File: src/rtl/msg_packer.sv
module msg_packer #(
  parameter int DEPTH = 16,
  parameter int AW    = 10
) (
  input  logic          clk,
  input  logic          rst_n,
  input  logic          eng_en,
  input  logic          swap_en,
  input  logic          cmd_start,
  input  logic          cmd_process,
  input  logic          wr_valid,
  input  logic [AW-1:0] wr_addr,
  input  logic [31:0]   wr_data,
  input  logic [3:0]    wr_be,
  output logic          wr_ready,
  output logic          wr_err,
  output logic          fifo_full,
  output logic          out_valid,
  input  logic          out_ready,
  output logic [31:0]   out_data,
  output logic [2:0]    out_nbytes,
  output logic [63:0]   msg_bits
);
  localparam int PW = $clog2(DEPTH);
  localparam int EW = 35;

  logic          active, flush_pend;
  logic [2:0]    cnt, n_in, total;
  logic [23:0]   pend, pend_nx;
  logic [31:0]   inb, full_word, part_word;
  logic [55:0]   cmb;
  logic [63:0]   byte_cnt;
  logic [EW-1:0] mem [DEPTH];
  logic [PW:0]   wptr, rptr;
  logic          push, pop;
  logic [EW-1:0] push_ent;
  logic          addr_unused;

  assign addr_unused = ^wr_addr;

  assign fifo_full  = (wptr - rptr) == (PW+1)'(DEPTH);
  assign out_valid  = wptr != rptr;
  assign {out_nbytes, out_data} = mem[rptr[PW-1:0]];
  assign wr_ready   = !fifo_full;
  assign msg_bits   = {byte_cnt[60:0], 3'b000};

  wire start_go = cmd_start && eng_en;
  wire wr_fire  = wr_valid && wr_ready;
  wire wr_ok    = wr_fire && eng_en && active && !start_go;
  wire flush_go = flush_pend && !fifo_full && !start_go;

  always_comb begin
    inb  = '0;
    n_in = '0;
    for (int i = 0; i < 4; i++) begin
      if (wr_be[swap_en ? 3 - i : i]) begin
        inb[8*n_in +: 8] = wr_data[8*(swap_en ? 3 - i : i) +: 8];
        n_in = n_in + 3'd1;
      end
    end
  end

  assign total     = cnt + n_in;
  assign cmb       = {32'b0, pend} | ({24'b0, inb} << (8*cnt));
  assign full_word = {cmb[7:0], cmb[15:8], cmb[23:16], cmb[31:24]};
  assign pend_nx   = (total >= 3'd4) ? cmb[55:32] : cmb[23:0];

  always_comb begin
    case (cnt)
      3'd1:    part_word = {24'b0, pend[7:0]};
      3'd2:    part_word = {16'b0, pend[7:0], pend[15:8]};
      3'd3:    part_word = {8'b0, pend[7:0], pend[15:8], pend[23:16]};
      default: part_word = '0;
    endcase
  end

  always_comb begin
    push     = 1'b0;
    push_ent = '0;
    if (wr_ok && total >= 3'd4) begin
      push     = 1'b1;
      push_ent = {3'd4, full_word};
    end else if (flush_go && cnt != 3'd0) begin
      push     = 1'b1;
      push_ent = {cnt, part_word};
    end
  end

  assign pop = out_valid && out_ready;

  always_ff @(posedge clk) begin
    if (push) mem[wptr[PW-1:0]] <= push_ent;
  end

  always_ff @(posedge clk or negedge rst_n) begin
    if (!rst_n) begin
      wptr       <= '0;
      rptr       <= '0;
      active     <= 1'b0;
      flush_pend <= 1'b0;
      cnt        <= '0;
      pend       <= '0;
      byte_cnt   <= '0;
      wr_err     <= 1'b0;
    end else begin
      wr_err <= wr_fire && !wr_ok;
      if (push) wptr <= wptr + 1'b1;
      if (pop)  rptr <= rptr + 1'b1;
      if (start_go) begin
        active     <= 1'b1;
        flush_pend <= 1'b0;
        cnt        <= '0;
        pend       <= '0;
        byte_cnt   <= '0;
      end else begin
        if (wr_ok) begin
          byte_cnt <= byte_cnt + 64'(n_in);
          cnt      <= (total >= 3'd4) ? total - 3'd4 : total;
          pend     <= pend_nx;
        end
        if (cmd_process && active) begin
          active     <= 1'b0;
          flush_pend <= 1'b1;
        end else if (flush_go) begin
          flush_pend <= 1'b0;
          cnt        <= '0;
          pend       <= '0;
        end
      end
    end
  end
endmodule

File: config.mk
export PLATFORM = sky130hd
export DESIGN_NAME = msg_packer
export DESIGN_NICKNAME = d
export VERILOG_FILES = /design/src/rtl/msg_packer.sv
export SDC_FILE = /design/constraint.sdc
export NUM_CORES = 1
export LEC_CHECK = 0
export BUFFER_PORTS_ARGS = -buffer_cell sky130_fd_sc_hd__buf_2
export CORE_ASPECT_RATIO = 1.5
export CORE_UTILIZATION = 60
export DETAILED_ROUTE_END_ITERATION = 6
export PLACE_DENSITY = 0.78
export SLEW_MARGIN = 20
export SYNTH_ARGS = -nofsm -noshare
export SYNTH_HDL_FRONTEND = slang
export SYNTH_SLANG_ARGS = --single-unit
File: constraint.sdc
create_clock -name clk -period 10.4 [get_ports clk]
set_clock_uncertainty 0.15 [all_clocks]
set_input_delay 2.08 -clock clk [delete_from_list [all_inputs] [get_ports clk]]
set_output_delay 2.08 -clock clk [all_outputs]
set_load 0.1 [all_outputs]
==> results.sh, run 1 <==
export IMPL_outcome="finished, final reports clean"
export IMPL_io_pins=157
export IMPL_cp_slowest_cell="nor2_4"
export IMPL_relSlewSlack=0.2155
export IMPL_cts_buffer_depth=3
export IMPL_period_minus_slack_ns=7.956
export IMPL_final_period_utilization=0.7650
export IMPL_async_flop_share=0.1528
export IMPL_hold_path_class="register to register"
export IMPL_wl_per_cell_um=27.15
export IMPL_rr_endpoint="mem[12][3]$_DFFE_PP_"
export IMPL_first_global_vias=17890
export IMPL_fin_nets=2028
export IMPL_critPathBufInv=5
export IMPL_maxSlewViolCount=0
export IMPL_powerDensity_nw_per_um2=228.8
export IMPL_finalHoldViolations=0
export IMPL_finalWirelength_um=71890
export IMPL_drive_gt1_frac=0.2648
export IMPL_cp_max_fo=55
export IMPL_hpwl_um=42350
export IMPL_hold_depth=1
export IMPL_cp_end_kind="register"
export IMPL_drc=0
export IMPL_start_util=0.6120
export IMPL_synth_area_per_cell_um2=16.17
export IMPL_synth_area_leaders="edfxtp_1, mux4_2, dfrtp_1"
export IMPL_cts_root_buf="clkbuf_16"
export IMPL_post_cts_resized=0
export IMPL_critPathMaxStageDelay_ns=0.74
export IMPL_drt_iter0_markers=1720
export IMPL_synthesis_area_um2=29340
export IMPL_worstReg2RegStart="rptr[1]$_DFFE_PN0P_"
export IMPL_tightest_slew_ns=1.177
export IMPL_clock_latency_ns=0.60
export IMPL_track_usage=0.2972
export IMPL_busiest_layer="met2"
export IMPL_detail_route_antenna_nets=0
export IMPL_clk_pin_slew_ns=0.06
export IMPL_yosys_area_top_type_share=0.5732
export IMPL_die_h_um=272.8
export IMPL_cts_buffers=56
export IMPL_hold_buffers=0
export IMPL_reg2reg_slack_ns=5.41
export IMPL_rsz0062_at_grt="false"
export IMPL_ys_seq_elements=661
export IMPL_finalSetupTns_ns=0
export IMPL_gr_usage_met1=0.3793
export IMPL_max_clock_freq_ghz=0.1257
export IMPL_gp_congestion=0.9065
export IMPL_whs_endpoint="wptr[4]$_DFFE_PN0N_"
export IMPL_synth_edf_count=560
export IMPL_maxCapViolations=0
export IMPL_post_drt_via_cell_ratio=6.629
export IMPL_met2_usage=0.5225
export IMPL_cp_start_kind="input port"
export IMPL_arrival_ns=8.09
export IMPL_path_delay_family="simple AND/OR/NAND/NOR gates"
export IMPL_worstSetupPathType="input port to register"
export IMPL_post_cts_buffers=0
export IMPL_synth_cell_type_count=88
export IMPL_yosysMostFrequentCell="edfxtp_1"
export IMPL_die_x_um=182.6
export IMPL_grt_pass1_wl_um=109600
export IMPL_die_area_um2=49810
export IMPL_ys_seq_area_frac=0.6593
export IMPL_grt_overflow_total=0
export IMPL_setup_viol=0
export IMPL_ys_flop_type="edfxtp_1"
export IMPL_worstPathCellList="buf_2 -> buf_4 -> mux2_2 -> ha_1 -> xnor2_4 -> ha_1 -> nor2_1 -> a21oi_1 -> inv_1 -> fa_1 -> xnor2_1 -> xnor3_2 -> or3_1 -> buf_4 -> o21ai_2 -> nand2_1 -> nor2_4 -> buf_12"
export IMPL_vias=17550
export IMPL_synth_common_cells="edfxtp_1, mux4_2, nor2_1"
export IMPL_htree_levels=2
export IMPL_worstHoldStart="wptr[4]$_DFFE_PN0N_"
export IMPL_rr_worst_depth=12
export IMPL_cts_tree="yes"
export IMPL_yosys_area_top_type="edfxtp_1"
export IMPL_grt_use_met3=0.03691
export IMPL_cellLeakagePower_nw=11.80
export IMPL_yosysWarnings=0
export IMPL_nFillCells=3083
export IMPL_grt_max_degree=100
export IMPL_area_growth_syn_to_layout_pct=12.20
export IMPL_dr_pass1_iters=6
export IMPL_insertedDiodeCount=0
export IMPL_rows=98
export IMPL_worstPathRequired_ns=10.53
export IMPL_peakVddDrop_v=0.0002777
export IMPL_antenna_found_initial=0
export IMPL_synthCells=1814
export IMPL_fp_coreArea_um2=47940
export IMPL_cts_sinks=661
export IMPL_cp_depth=18
export IMPL_io_buffers=143
export IMPL_p_total_mw=7.531
==> where the power goes <==
| part | leakage, nW | switching, mW | internal (mW) |
|---|---|---|---|
| logic | 3.98 | 1.56 | 0.721 |
| clock network | 0.953 | 0.942 | 1.28 |
| registers | 6.86 | 0.136 | 2.89 |
==> sequential cells by signal (all words and copies together), names as in the netlist <==
signal / count
wptr: 5
cnt: 3
wr_err: 1
byte_cnt: 61
mem: 560
pend: 24
active: 1
flush_pend: 1
rptr: 5
==> cells by family after synthesis <==
logic type | after synthesis | synth area share
XOR/XNOR | 66 | 0.02085
adder cells (fa/ha/maj) | 19 | 0.008614
buffers and inverters | 137 | 0.01932
multiplexers | 248 | 0.1606
AO/OA/AOI/OAI | 275 | 0.06269
other | 1 | 0.0001278
AND/OR/NAND/NOR | 407 | 0.06853
flip-flops | 661 | 0.6593
==> layout by cell type, fill, tap and decap left out, drive strengths merged, types with 9 or more instances in the layout <==
| master | n |
|---|---|
| a221oi | 13 |
| edfxtp | 560 |
| nand3 | 27 |
| mux2i | 51 |
| o22ai | 25 |
| a211oi | 14 |
| mux2 | 22 |
| clkinv | 23 |
| a21oi | 72 |
| nor4 | 10 |
| nor2 | 129 |
| bufinv | 11 |
| nor3 | 27 |
| buf | 191 |
| mux4 | 175 |
| xor2 | 35 |
| dfrtp | 101 |
| nand2 | 99 |
| a22oi | 9 |
| inv | 27 |
| or3 | 15 |
| xnor2 | 30 |
| clkbuf | 67 |
| ha | 17 |
| nand2b | 10 |
| o21ai | 53 |
| and3 | 22 |
| nand4 | 27 |
==> worst max-delay path by stage <==
stage | startpoint | to | slack [ns]
after detailed placement | swap_en | mem[0][4]$_DFFE_PP_ | 1.81
after floorplan | swap_en | mem[3][0]$_DFFE_PP_ | 1.01
final | swap_en | mem[12][3]$_DFFE_PP_ | 2.44
after CTS | swap_en | mem[2][4]$_DFFE_PP_ | 2.45
after global placement | swap_en | mem[12][13]$_DFFE_PP_ | 2.03
after global routing | wr_be[3] | mem[12][3]$_DFFE_PP_ | 2.08
==> metrics by stage <==
step           instance area [µm²]  hold WS [ns]  instances  setup slack, ns    util
2_1_floorplan                29350        0.3154       1816            1.008       -
6_report                     32920        0.3511       2648            2.444  0.6866
5_1_grt                      32920        0.3639       2648            2.077  0.6866
3_3_place_gp                 30920        0.3421       2545            2.034  0.6450
3_5_place_dp                 30940        0.3352       2546            1.812  0.6453
4_1_cts                      32870        0.3511       2647            2.448  0.6856
==> final cells by class <==
type	count	area, µm²	share of cell area
Tap cell	650	813.3	0.02471
Timing Repair Buffer	191	1114	0.03383
Clock inverter	34	457.9	0.01391
Multi-Input combinational cell	1018	9604	0.2918
Sequential cell	661	19350	0.5879
Inverter	27	103.9	0.003155
Clock buffer	67	1474	0.04477
==> routing by layer <==
layer  wire (µm)  share of wire
met1       26390           0.37
met2       37720           0.52
met3        5141          0.072
met4        2634          0.037
met5           0              0
Note: power is estimated with default switching activity, not from simulation.
==> run 2, diff against run 1 <==
==> constraint.sdc (replaced) <==
create_clock -name clk -period 8.1 [get_ports clk]
set_clock_uncertainty 0.15 [all_clocks]
set_input_delay 1.62 -clock clk [delete_from_list [all_inputs] [get_ports clk]]
set_output_delay 1.62 -clock clk [all_outputs]
set_load 0.1 [all_outputs]
==> results.sh, run 2 (synthesis gave the netlist of run 1 again) <==
export IMPL_outcome="finished, final reports clean"
export IMPL_io_buffers=143
export IMPL_clock_latency_ns=0.60
export IMPL_drive_gt1_frac=0.2742
export IMPL_final_cell_mix="edfxtp_1, mux4_2, buf_2"
export IMPL_antenna_found_initial=2
export IMPL_p_seq_frac=0.400
export IMPL_path_delay_family="adder cells"
export IMPL_gp_congestion=0.9317
export IMPL_dr_pass1_iters=6
export IMPL_cts_sinks=661
export IMPL_worstPathRequired_ns=8.23
export IMPL_drt_iter0_markers=2290
export IMPL_detail_route_antenna_nets=0
export IMPL_clk_pin_slew_ns=0.06
export IMPL_rsz0062_at_grt="false"
export IMPL_cp_end_kind="register"
export IMPL_grt_max_degree=91
export IMPL_switchingPower_mw=3.438
export IMPL_area_growth_syn_to_layout_pct=12.99
export IMPL_die_x_um=182.6
export IMPL_vias=17870
export IMPL_hpwl_um=43180
export IMPL_timing_final_ws_setup_ns=1.355
export IMPL_cellLeakagePower_nw=11.87
export IMPL_critPathMaxStageDelay_ns=0.65
export IMPL_final_period_utilization=0.8327
export IMPL_track_usage=0.3049
export IMPL_critPathBufInv=3
export IMPL_fp_coreArea_um2=47940
export IMPL_internal_power_mw=6.191
export IMPL_finalHoldViolations=0
export IMPL_place_area_um2=31180
export IMPL_arrival_ns=6.88
export IMPL_finalWirelength_um=74290
export IMPL_post_drt_via_cell_ratio=6.702
export IMPL_final_common_cell="edfxtp_1"
export IMPL_crit_path_frequent_cell="ha_1"
export IMPL_die_area_um2=49810
export IMPL_peakVddDrop_v=0.0003212
export IMPL_cp_start_kind="input port"
export IMPL_finalSetupTns_ns=0
export IMPL_rows=98
export IMPL_post_cts_buffers=0
export IMPL_wl_per_cell_um=27.86
export IMPL_cts_buffer_depth=3
export IMPL_powerDensity_nw_per_um2=290.5
export IMPL_layoutNonFillerInstCount=2667
export IMPL_io_pins=157
export IMPL_htree_levels=2
export IMPL_die_h_um=272.8
export IMPL_insertedDiodeCount=0
export IMPL_start_util=0.6120
export IMPL_maxCapViolations=0
export IMPL_drc=0
export IMPL_p_sw_frac=0.3570
export IMPL_worstSetupPathType="input port to register"
export IMPL_hold_buffers=0
export IMPL_utilization=0.6915
export IMPL_max_clock_freq_ghz=0.1483
export IMPL_post_cts_resized=0
export IMPL_grt_overflow_total=0
export IMPL_maxSlewViolCount=0
export IMPL_period_minus_slack_ns=6.745
export IMPL_first_global_vias=18090
export IMPL_cts_tree="yes"
export IMPL_largest_reg_flops=560
export IMPL_combinationalPowerShare=0.311
export IMPL_cts_buffers=56
export IMPL_relSlewSlack=0.2309
export IMPL_pre_cts_slack_ns=0.7843
export IMPL_cp_max_fo=23
export IMPL_fin_nets=2043
export IMPL_place_inst=2562
export IMPL_grt_pass1_wl_um=112100
export IMPL_hold_path_class="register to register"
export IMPL_stdcell_area_um2=33150
export IMPL_cts_root_buf="clkbuf_16"
export IMPL_cp_slowest_cell="ha_1"
export IMPL_worstPathCellList="buf_2 -> mux2_2 -> ha_1 -> xnor2_4 -> ha_1 -> nor2_1 -> a21oi_1 -> inv_1 -> fa_1 -> xnor2_1 -> xnor3_2 -> or3_1 -> o21ai_2 -> nand2_1 -> nor3_4 -> buf_12"
export IMPL_tightest_slew_ns=1.149
export IMPL_setup_viol=0
export IMPL_clock_power_share=0.289
-- run 2: cell types whose count changed in the layout (fill, tap and decap cells not counted), sizes merged --
cell / before / now
buf: 191 / 206
bufinv: 11 / 7
clkinvlp: 0 / 4
inv: 27 / 30
clkbuf: 67 / 69
clkinv: 23 / 22
-- run 2: area by class of cell --
type | count | area [µm²]
Sequential cell | 661 | 19350
Timing Repair Buffer | 206 | 1329
Tap cell | 650 | 813.3
Clock inverter | 36 | 396.6
Multi-Input combinational cell | 1018 | 9653
Fill cell | 3028 | 14790
Inverter | 27 | 103.9
Clock buffer | 69 | 1504
-- run 2: worst register-to-register path, stage by stage, from the launching register on --
cell,delay [ns]
dfrtp_4,0.95
inv_1,0.18
ha_1,0.34
nand3b_1,0.10
a21boi_0,0.25
o2111ai_2,0.30
inv_2,0.35
nor3_4,0.18
buf_4,0.22
nor3_1,0.91
a22o_1,0.25
a31o_1,0.46
-- run 2: worst paths after layout --
check                                                end  depth (start not counted)           startpoint  slack (ns)
worst max-delay path                 mem[0][2]$_DFFE_PP_                         16              swap_en        1.35
worst min-delay path                 wptr[4]$_DFFE_PN0N_                          1  wptr[4]$_DFFE_PN0N_        0.34
worst max register to register     mem[12][17]$_DFFE_PP_                         11  rptr[1]$_DFFE_PN0P_        3.18
worst min register to register       wptr[4]$_DFFE_PN0N_                          1  wptr[4]$_DFFE_PN0N_        0.34
max in group asynchronous            rptr[1]$_DFFE_PN0P_                          2                rst_n        5.65
min in group asynchronous       byte_cnt[37]$_DFFE_PN0P_                          1                rst_n        0.80
-- run 2: power by group through the flow --
stage	combinational (mW)	sequential (mW)	clock, mW
after floorplan	2.48	3.84	0
after global placement	2.95	3.93	0
after detailed placement	2.99	3.93	0
after CTS	3.01	3.86	2.82
after global routing	3.12	3.87	2.93
final	2.99	3.86	2.78
-- run 2: metal layers --
metal  part of all wire  vias up  track usage
li1                   -     7568            -
met3              0.072      197      0.03931
met1               0.36     9090       0.3847
met5            0.00036        -            0
met2               0.52     1015       0.5348
met4              0.041        4       0.1263
-- run 2: through the flow --
stage	total power [mW]	hold WS, ns
floorplan	6.316	0.3154
global placement	6.878	0.3305
detailed placement	6.916	0.3401
CTS	9.685	0.3531
global route	9.917	0.3882
finish	9.629	0.3450
